[config.mk]
export PLATFORM = sky130hd
export DESIGN_NAME = interval_counter_ch
export DESIGN_NICKNAME = d
export VERILOG_FILES = /design/src/rtl/interval_counter_ch.sv
export SDC_FILE = /design/constraint.sdc
export NUM_CORES = 1
export LEC_CHECK = 0
export ABC_AREA = 0
export BUFFER_PORTS_ARGS = -buffer_cell sky130_fd_sc_hd__buf_2
export CORE_MARGIN = 5
export CORE_UTILIZATION = 58
export DETAILED_ROUTE_END_ITERATION = 6
export MAX_ROUTING_LAYER = met4
export PLACE_DENSITY = 0.87
export SLEW_MARGIN = 10
export SYNTH_ARGS = -nofsm -noshare
export SYNTH_HDL_FRONTEND = slang
export SYNTH_SLANG_ARGS = --single-unit
[constraint.sdc]
create_clock -name clk -period 8.7 [get_ports clk]
set_input_delay 1.74 -clock clk [delete_from_list [all_inputs] [get_ports clk]]
set_output_delay 1.74 -clock clk [all_outputs]
set_load 0.05 [all_outputs]
[src/rtl/interval_counter_ch.sv]
module interval_counter_ch #(
  parameter int DIGITS = 4
) (
  input  logic                  clk,
  input  logic                  rst_n,
  input  logic                  tick,
  input  logic                  gate,
  input  logic                  wr_load,
  input  logic [4*DIGITS-1:0]   load_val,
  input  logic [2:0]            mode,
  input  logic                  bcd,
  output logic                  out,
  output logic [4*DIGITS-1:0]   count,
  output logic                  null_cnt
);
  localparam int W  = 4 * DIGITS;
  localparam int VW = W + 2;

  logic [W-1:0] cnt, init, nc;
  logic [2:0]   md;
  logic         bcd_r, running, ld_pend, trig, fired, gate_q;

  function automatic logic [W-1:0] dec_cnt(input logic [W-1:0] c, input logic b);
    logic [W-1:0] r;
    logic brw;
    r = c - 1'b1;
    if (b) begin
      r = c;
      brw = 1'b1;
      for (int i = 0; i < DIGITS; i++) begin
        if (brw) begin
          if (c[4*i +: 4] == 4'd0) r[4*i +: 4] = 4'd9;
          else begin
            r[4*i +: 4] = c[4*i +: 4] - 4'd1;
            brw = 1'b0;
          end
        end
      end
    end
    return r;
  endfunction

  function automatic logic [VW-1:0] mag(input logic [W-1:0] c, input logic b);
    logic [VW-1:0] v;
    v = '0;
    if (c == '0) begin
      if (b) begin
        v = VW'(1);
        for (int i = 0; i < DIGITS; i++) v = v * VW'(10);
      end else v = {2'b01, {W{1'b0}}};
    end else if (!b) v = {2'b00, c};
    else
      for (int i = DIGITS - 1; i >= 0; i--) v = v * VW'(10) + VW'(c[4*i +: 4]);
    return v;
  endfunction

  wire [2:0] mode_eff = (mode[2:1] == 2'b11) ? {1'b0, mode[1:0]} : mode;
  wire       hw_md    = (md == 3'd1) || (md == 3'd5);
  wire       reload_md = (md == 3'd2) || (md == 3'd3);

  assign nc       = (reload_md && cnt == W'(1)) ? init : dec_cnt(cnt, bcd_r);
  assign count    = cnt;

  always_ff @(posedge clk) begin
    if (!rst_n) begin
      cnt <= '0; init <= '0; md <= '0; bcd_r <= 1'b0;
      null_cnt <= 1'b0; out <= 1'b1; running <= 1'b0;
      ld_pend <= 1'b0; trig <= 1'b0; fired <= 1'b0; gate_q <= 1'b0;
    end else begin
      gate_q <= gate;
      if (wr_load) begin
        init     <= load_val;
        md       <= mode_eff;
        bcd_r    <= bcd;
        null_cnt <= 1'b1;
        out      <= (mode_eff != 3'd0);
        running  <= 1'b0;
        ld_pend  <= !((mode_eff == 3'd1) || (mode_eff == 3'd5));
        trig     <= 1'b0;
        fired    <= 1'b0;
      end else begin
        if (hw_md && gate && !gate_q) trig <= 1'b1;
        if (tick) begin
          if (ld_pend || trig) begin
            cnt      <= init;
            null_cnt <= 1'b0;
            ld_pend  <= 1'b0;
            trig     <= 1'b0;
            running  <= 1'b1;
            fired    <= 1'b0;
            out      <= (md != 3'd0) && (md != 3'd1);
          end else if (running && (hw_md || gate)) begin
            cnt <= nc;
            case (md)
              3'd0, 3'd1: out <= out | (nc == '0);
              3'd2:       out <= (nc != W'(1));
              3'd3:       out <= ({mag(nc, bcd_r), 1'b0} > {1'b0, mag(init, bcd_r)});
              default: begin
                if (nc == '0 && !fired) begin
                  out   <= 1'b0;
                  fired <= 1'b1;
                end else out <= 1'b1;
              end
            endcase
          end
        end
      end
    end
  end

  assert_null_on_write_R2: assert property (@(posedge clk) disable iff (!rst_n)
    wr_load |=> null_cnt);
  assert_null_clears_R2: assert property (@(posedge clk) disable iff (!rst_n)
    (tick && ld_pend && !wr_load) |=> !null_cnt);
  assert_mode0_out_holds_R3: assert property (@(posedge clk) disable iff (!rst_n)
    (md == 3'd0 && out && !wr_load) |=> out);
  assert_gate_pause_R4: assert property (@(posedge clk) disable iff (!rst_n)
    (md == 3'd0 && running && !gate && !ld_pend && !wr_load) |=> $stable(cnt));
  assert_rate_reload_R6: assert property (@(posedge clk) disable iff (!rst_n)
    (md == 3'd2 && running && !out && tick && gate && !wr_load) |=> (cnt == init && out));
  assert_strobe_width_R8: assert property (@(posedge clk) disable iff (!rst_n)
    (md == 3'd4 && !out && tick && gate && !wr_load) |=> out);
endmodule

==> results of run 1 <==
[area by class of cell]
class / instances / area, sq um
timing repair buffer: 112 / 736
sequential: 43 / 876
inverter: 43 / 161
multi-input combinational: 821 / 6360
fill: 919 / 3600
tap: 168 / 210
clock inverter: 3 / 46.3
clock buffer: 5 / 125
[through the flow]
stage	worst slack [ps]	util, %	hold WS (ps)
after floorplan	24.7	-	438
after global placement	257	66.0	453
after detailed placement	2.94	66.0	457
after CTS	10.5	67.5	472
after global routing	-142	70.3	503
final	248	70.3	468
[flip-flops by register name, summed over array words and instances (netlist names)]
| register | count |
|---|---|
| bcd_r | 1 |
| count | 16 |
| fired | 1 |
| gate_q | 1 |
| init | 16 |
| ld_pend | 1 |
| md | 3 |
| null_cnt | 1 |
| out | 1 |
| running | 1 |
| trig | 1 |
[metal layers]
metal	up-vias	wire, um
met3	73	1950
met4	0	567
li1	3587	-
met1	3518	8730
met2	383	10200
met5	-	0
[layout by cell type, fill, tap and decap left out, types with 6 or more instances in the layout]
master and instances:
and3_1 6, nand2b_1 7, fa_1 12, a21o_1 23, nor4_1 6, xnor2_1 48, xor2_1 29, nor2b_1 24
nand2_1 71, nor3_1 22, a211oi_1 10, nor2_1 95, o21a_1 13, a311oi_1 8, o22ai_1 9, dfxtp_2 9
buf_4 70, a21oi_1 56, and2_1 6, mux2i_1 24, nor3b_1 9, mux2_2 6, o21ai_0 40, buf_2 42
inv_1 41, dfxtp_1 33, nand4_1 13, or2_2 6, nand3_1 23, a21oi_2 8, ha_1 113, o211ai_1 11
a31oi_1 11
[repair_timing]
item	in CTS	in global routing
setup buffers	0	11
gates resized for setup	3	63
endpoints found under the setup margin	1	1
pin swaps	0	23
[final timing paths]
| check | from | to | slack [ps] | depth (start not counted) |
|---|---|---|---|---|
| max | count[2]$_SDFFE_PN0P_ | out$_SDFFE_PN1P_ | 250 | 38 |
| min | fired$_SDFFE_PP0P_ | fired$_SDFFE_PP0P_ | 470 | 2 |
| max reg2reg | count[2]$_SDFFE_PN0P_ | out$_SDFFE_PN1P_ | 250 | 38 |
| min reg2reg | fired$_SDFFE_PP0P_ | fired$_SDFFE_PP0P_ | 470 | 2 |
[worst min-delay path: cells and delay by family (launching register included)]
| kind | cells | cell delay, ps |
|---|---|---|
| simple gates | 1 | 70 |
| flops | 1 | 330 |
| compound gates | 1 | 40 |
[cell families (layout without fill, tap and decap cells)]
logic type / count (synthesis) / after routing
mux: 30 / 30
compound gates: 239 / 239
buf+inv: 75 / 163
flops: 43 / 43
xor+xnor: 84 / 84
simple gates: 334 / 334
other cells: 1 / 2
fa+ha+maj: 132 / 132
==> impl_metrics.tcl, run 1 <==
set metrics [dict create \
    cts_tree "yes" \
    synth_fa_ha_area_share_pct 24.1 \
    drc_errors 0 \
    ys_warn_count 0 \
    grt.overflow.total 0 \
    stdcell_count 1195 \
    cp_slowest_stage_delay_ps 560 \
    synthCells 938 \
    grt_pass1_wl_um 34600 \
    cp_num_buf_inv 6 \
    setup_tns_ps 0 \
    path_clk_slew_ps 70 \
    synth-compound-area-share_pct 21.9 \
    cts_buffer_depth 2 \
    antenna_found_initial 0 \
    port_buffers 42 \
    gr-usage-met2_pct 48.4 \
    fmax_ghz 0.118 \
    vias 7561 \
    die_area_sq_um 14800 \
    hold_violations 0 \
    cts_made_buffers 5 \
    grt_pass1_vias 7227 \
    pin_count 43 \
    async_flop_share_pct 0 \
    core-area_sq_um 12100 \
    diodes 0 \
    cts_root_buf "clkbuf_16" \
    cp.arrival_ps 8640 \
    first_pass_iters 7 \
    layout-drive-gt1-share_pct 19.8 \
    vias_per_cell 6.33 \
    core.rowCount 40 \
    netlist_top_cells_count "120 x ha_1, 100 x nor2_1, 71 x nand2_1" \
    syn_avg_cell_area_sq_um 7.70 \
    endpoint_kind "flip-flop" \
    track_usage_pct 29.0 \
    synth-simple-area-share_pct 23.4 \
    cp_top_family "adder cells" \
    die_y_um 122 \
    hpwlAfterDp_um 16200 \
    wire_per_inst_um 17.9 \
    crit_slowest_cell "or4_1" \
    crit_type "flip-flop to flip-flop" \
    tightest_slew_ps 806 \
    syn_area_sq_um 7220 \
    maxSlewViolCount 0 \
    cap_viol_max_count 0 \
    critPathRequiredTime_ps 8890 \
    yosysMostFrequentCell "ha_1" \
    synth_edf_count 0 \
    postRouteWirelength_um 21400 \
    synth-main-ff-cell "dfxtp_1" \
    yosysSeqAreaShare_pct 11.9 \
    busiest_layer "met2" \
    dp.cells 1176 \
    synthMuxAreaShare_pct 4.26 \
    synth_top_family_by_area "adder cells" \
    grt_use_met3_pct 5.25 \
    cpMostUsedCell "ha_1" \
    grt_max_degree 54 \
    initial_core_util_pct 59.6 \
    synth_xor_area_share_pct 10.2 \
    syn_to_final_growth_pct 17.9 \
    yosys.cell_types.count 71 \
    finalSetupViolations 0 \
    placed_area_sq_um 7990 \
    gp_congestion 0.998 \
    die_width_um 122 \
    synth_top_area_share_pct 20.8 \
    critPathMaxFanout 5 \
    slew_headroom_pct 44.9 \
    layout.nets 1183 \
    crit_path_start_kind "flip-flop" \
    layout_min_cycle_time_ps 8450 \
    yosys.area.top_type "ha_1" \
    synthTopCellsByArea "ha_1 21%, dfxtp_1 12%, xnor2_1 6.2%" \
    status "finished clean" \
    cts_max_level 2 \
    fin_area_sq_um 8520 \
    cts.sinks 43 \
    antenna_left 0 \
    hold_class "flip-flop to flip-flop" \
    drt_iter0_drc 879 \
    postCtsHoldBufs 0 \
    clk_latency_ps 300 \
    ys_ff_latch 43 \
    fin_crit_sh_pct 97.1 \
    grt_util_met1_pct 36.8 \
    fin_worst_skew_ps 6.66 \
]
Power of run 1 is not shown: default switching activity piles up to over one toggle a cycle in this logic, so the estimate is an artifact.
==> run 2, diff against run 1 <==
--- a/config.mk
+++ b/config.mk
@@ -10,7 +10,6 @@
 export CORE_MARGIN = 5
 export CORE_UTILIZATION = 58
 export DETAILED_ROUTE_END_ITERATION = 6
-export MAX_ROUTING_LAYER = met4
 export PLACE_DENSITY = 0.87
 export SLEW_MARGIN = 10
 export SYNTH_ARGS = -nofsm -noshare
==> impl_metrics.tcl, run 2 (synthesis results as in run 1) <==
set metrics [dict create \
    layout_min_cycle_time_ps 8380 \
    grt_max_degree 54 \
    core.rowCount 40 \
    antenna_found_initial 0 \
    final_cell_mix "110 x ha_1, 93 x nor2_1, 70 x nand2_1" \
    violations "design-rule violations" \
    tightest_slew_ps 990 \
    layout_commonest_cell "ha_1" \
    vias 7607 \
    fin_crit_sh_pct 96.3 \
    grt_pass1_vias 7214 \
    startpoint "count[14]$_SDFFE_PN0P_" \
    cts_root_buf "clkbuf_16" \
    min-delay-start "count[1]$_SDFFE_PN0P_" \
    critPathMaxFanout 9 \
    layout-drive-gt1-share_pct 19.0 \
    slew_headroom_pct 33.1 \
    die_width_um 122 \
    fmax_ghz 0.119 \
    cap_viol_max_count 0 \
    clk_latency_ps 300 \
    crit_slowest_cell "nor4b_1" \
    initial_core_util_pct 59.6 \
    cp_slowest_stage_delay_ps 570 \
    die_area_sq_um 14800 \
    hold_class "flip-flop to flip-flop" \
    cts_tree "yes" \
    first_pass_iters 7 \
    endpoint_kind "flip-flop" \
    gp_congestion 1.04 \
    vias_per_cell 6.42 \
    maxSlewViolCount 0 \
    cp.arrival_ps 8560 \
    wire_per_inst_um 18.6 \
    die_y_um 122 \
    critPathRequiredTime_ps 8880 \
    port_buffers 42 \
    crit_type "flip-flop to flip-flop" \
    path_clk_slew_ps 70 \
    drc_errors 2 \
    diodes 0 \
    antenna_left 0 \
    cts_made_buffers 5 \
    setup_ws_ps 318 \
    hpwlAfterDp_um 16100 \
    status "complete, but fails checks" \
    core-area_sq_um 12100 \
    pin_count 43 \
    finalSetupViolations 0 \
    drt_iter0_drc 786 \
    hold_violations 0 \
    place_ws_ps -33.6 \
    grt_pass1_wl_um 34000 \
    grt.overflow.total 0 \
    cts.sinks 43 \
    cts_max_level 2 \
    cpMostUsedCell "ha_1" \
    track_usage_pct 27.8 \
    crit_path_start_kind "flip-flop" \
    fin_worst_skew_ps 6.65 \
    layout.nets 1173 \
    postRouteWirelength_um 22000 \
    timing.rr.start "count[14]$_SDFFE_PN0P_" \
    cts_buffer_depth 2 \
    syn_to_final_growth_pct 17.8 \
]
[run 2: changes by cell type in the layout (fill, tap and decap cells not counted), moves of 3 or more]
cell and change:
a21oi_2 -3, ha_4 +4, a21oi_1 +3, dfxtp_2 -3, xnor2_1 -3, ha_1 -3, buf_4 -10, dfxtp_1 +3
[run 2: final timing paths]
| check | end | slack [ps] | cells past startpoint |
|---|---|---|---|
| min reg2reg | count[1]$_SDFFE_PN0P_ | 500 | 2 |
| max | out$_SDFFE_PN1P_ | 320 | 36 |
| min | count[1]$_SDFFE_PN0P_ | 500 | 2 |
| max reg2reg | out$_SDFFE_PN1P_ | 320 | 36 |
[run 2: through the flow]
stage	hold WS (ps)	cell area (sq um)	util, %	instances	TNS [ps]
final	498	8510	70.2	1185	0
after global routing	527	8510	70.2	1185	-171
after CTS	499	8130	67.1	1176	0
after detailed placement	483	7930	65.5	1168	-33.6
after global placement	456	7930	65.5	1168	0
after floorplan	438	7260	-	939	0
[run 2: area by class of cell]
cell class | instances | area (sq um)
inverters | 43 | 161
multi-input cells | 821 | 6430
flip-flops and latches | 43 | 872
fillers | 896 | 3600
repair buffers | 102 | 661
clock buffers | 5 | 125
well taps | 168 | 210
clock inverters | 3 | 47.5
[run 2: timing repair]
| action | in CTS | in global routing |
|---|---|---|
| setup endpoints to repair | 1 | 1 |
| resized for setup | 6 | 61 |
| hold endpoints to repair | 0 | 0 |
| pin swaps | 0 | 25 |
| hold buffers | 0 | 0 |
| setup buffers | 0 | 9 |
[run 2: critical path: cells and delay by family, from the launching register on]
kind	cells	cell delay [ps]
compound gates	11	1950
xor+xnor	5	990
fa+ha+maj	7	2170
buf+inv	2	310
flops	1	320
mux	1	150
simple gates	10	2380
[run 2: routing by layer]
layer  vias to the layer above  routed length [um]  global-route usage (%)
li1                       3581                   -                       -
met1                      3530                8620                    34.7
met2                       415               10300                    46.4
met3                        81                2130                    6.78
met4                         0                 929                    10.8
met5                         -                   0                       0
Power of run 2 is left out for the same reason.
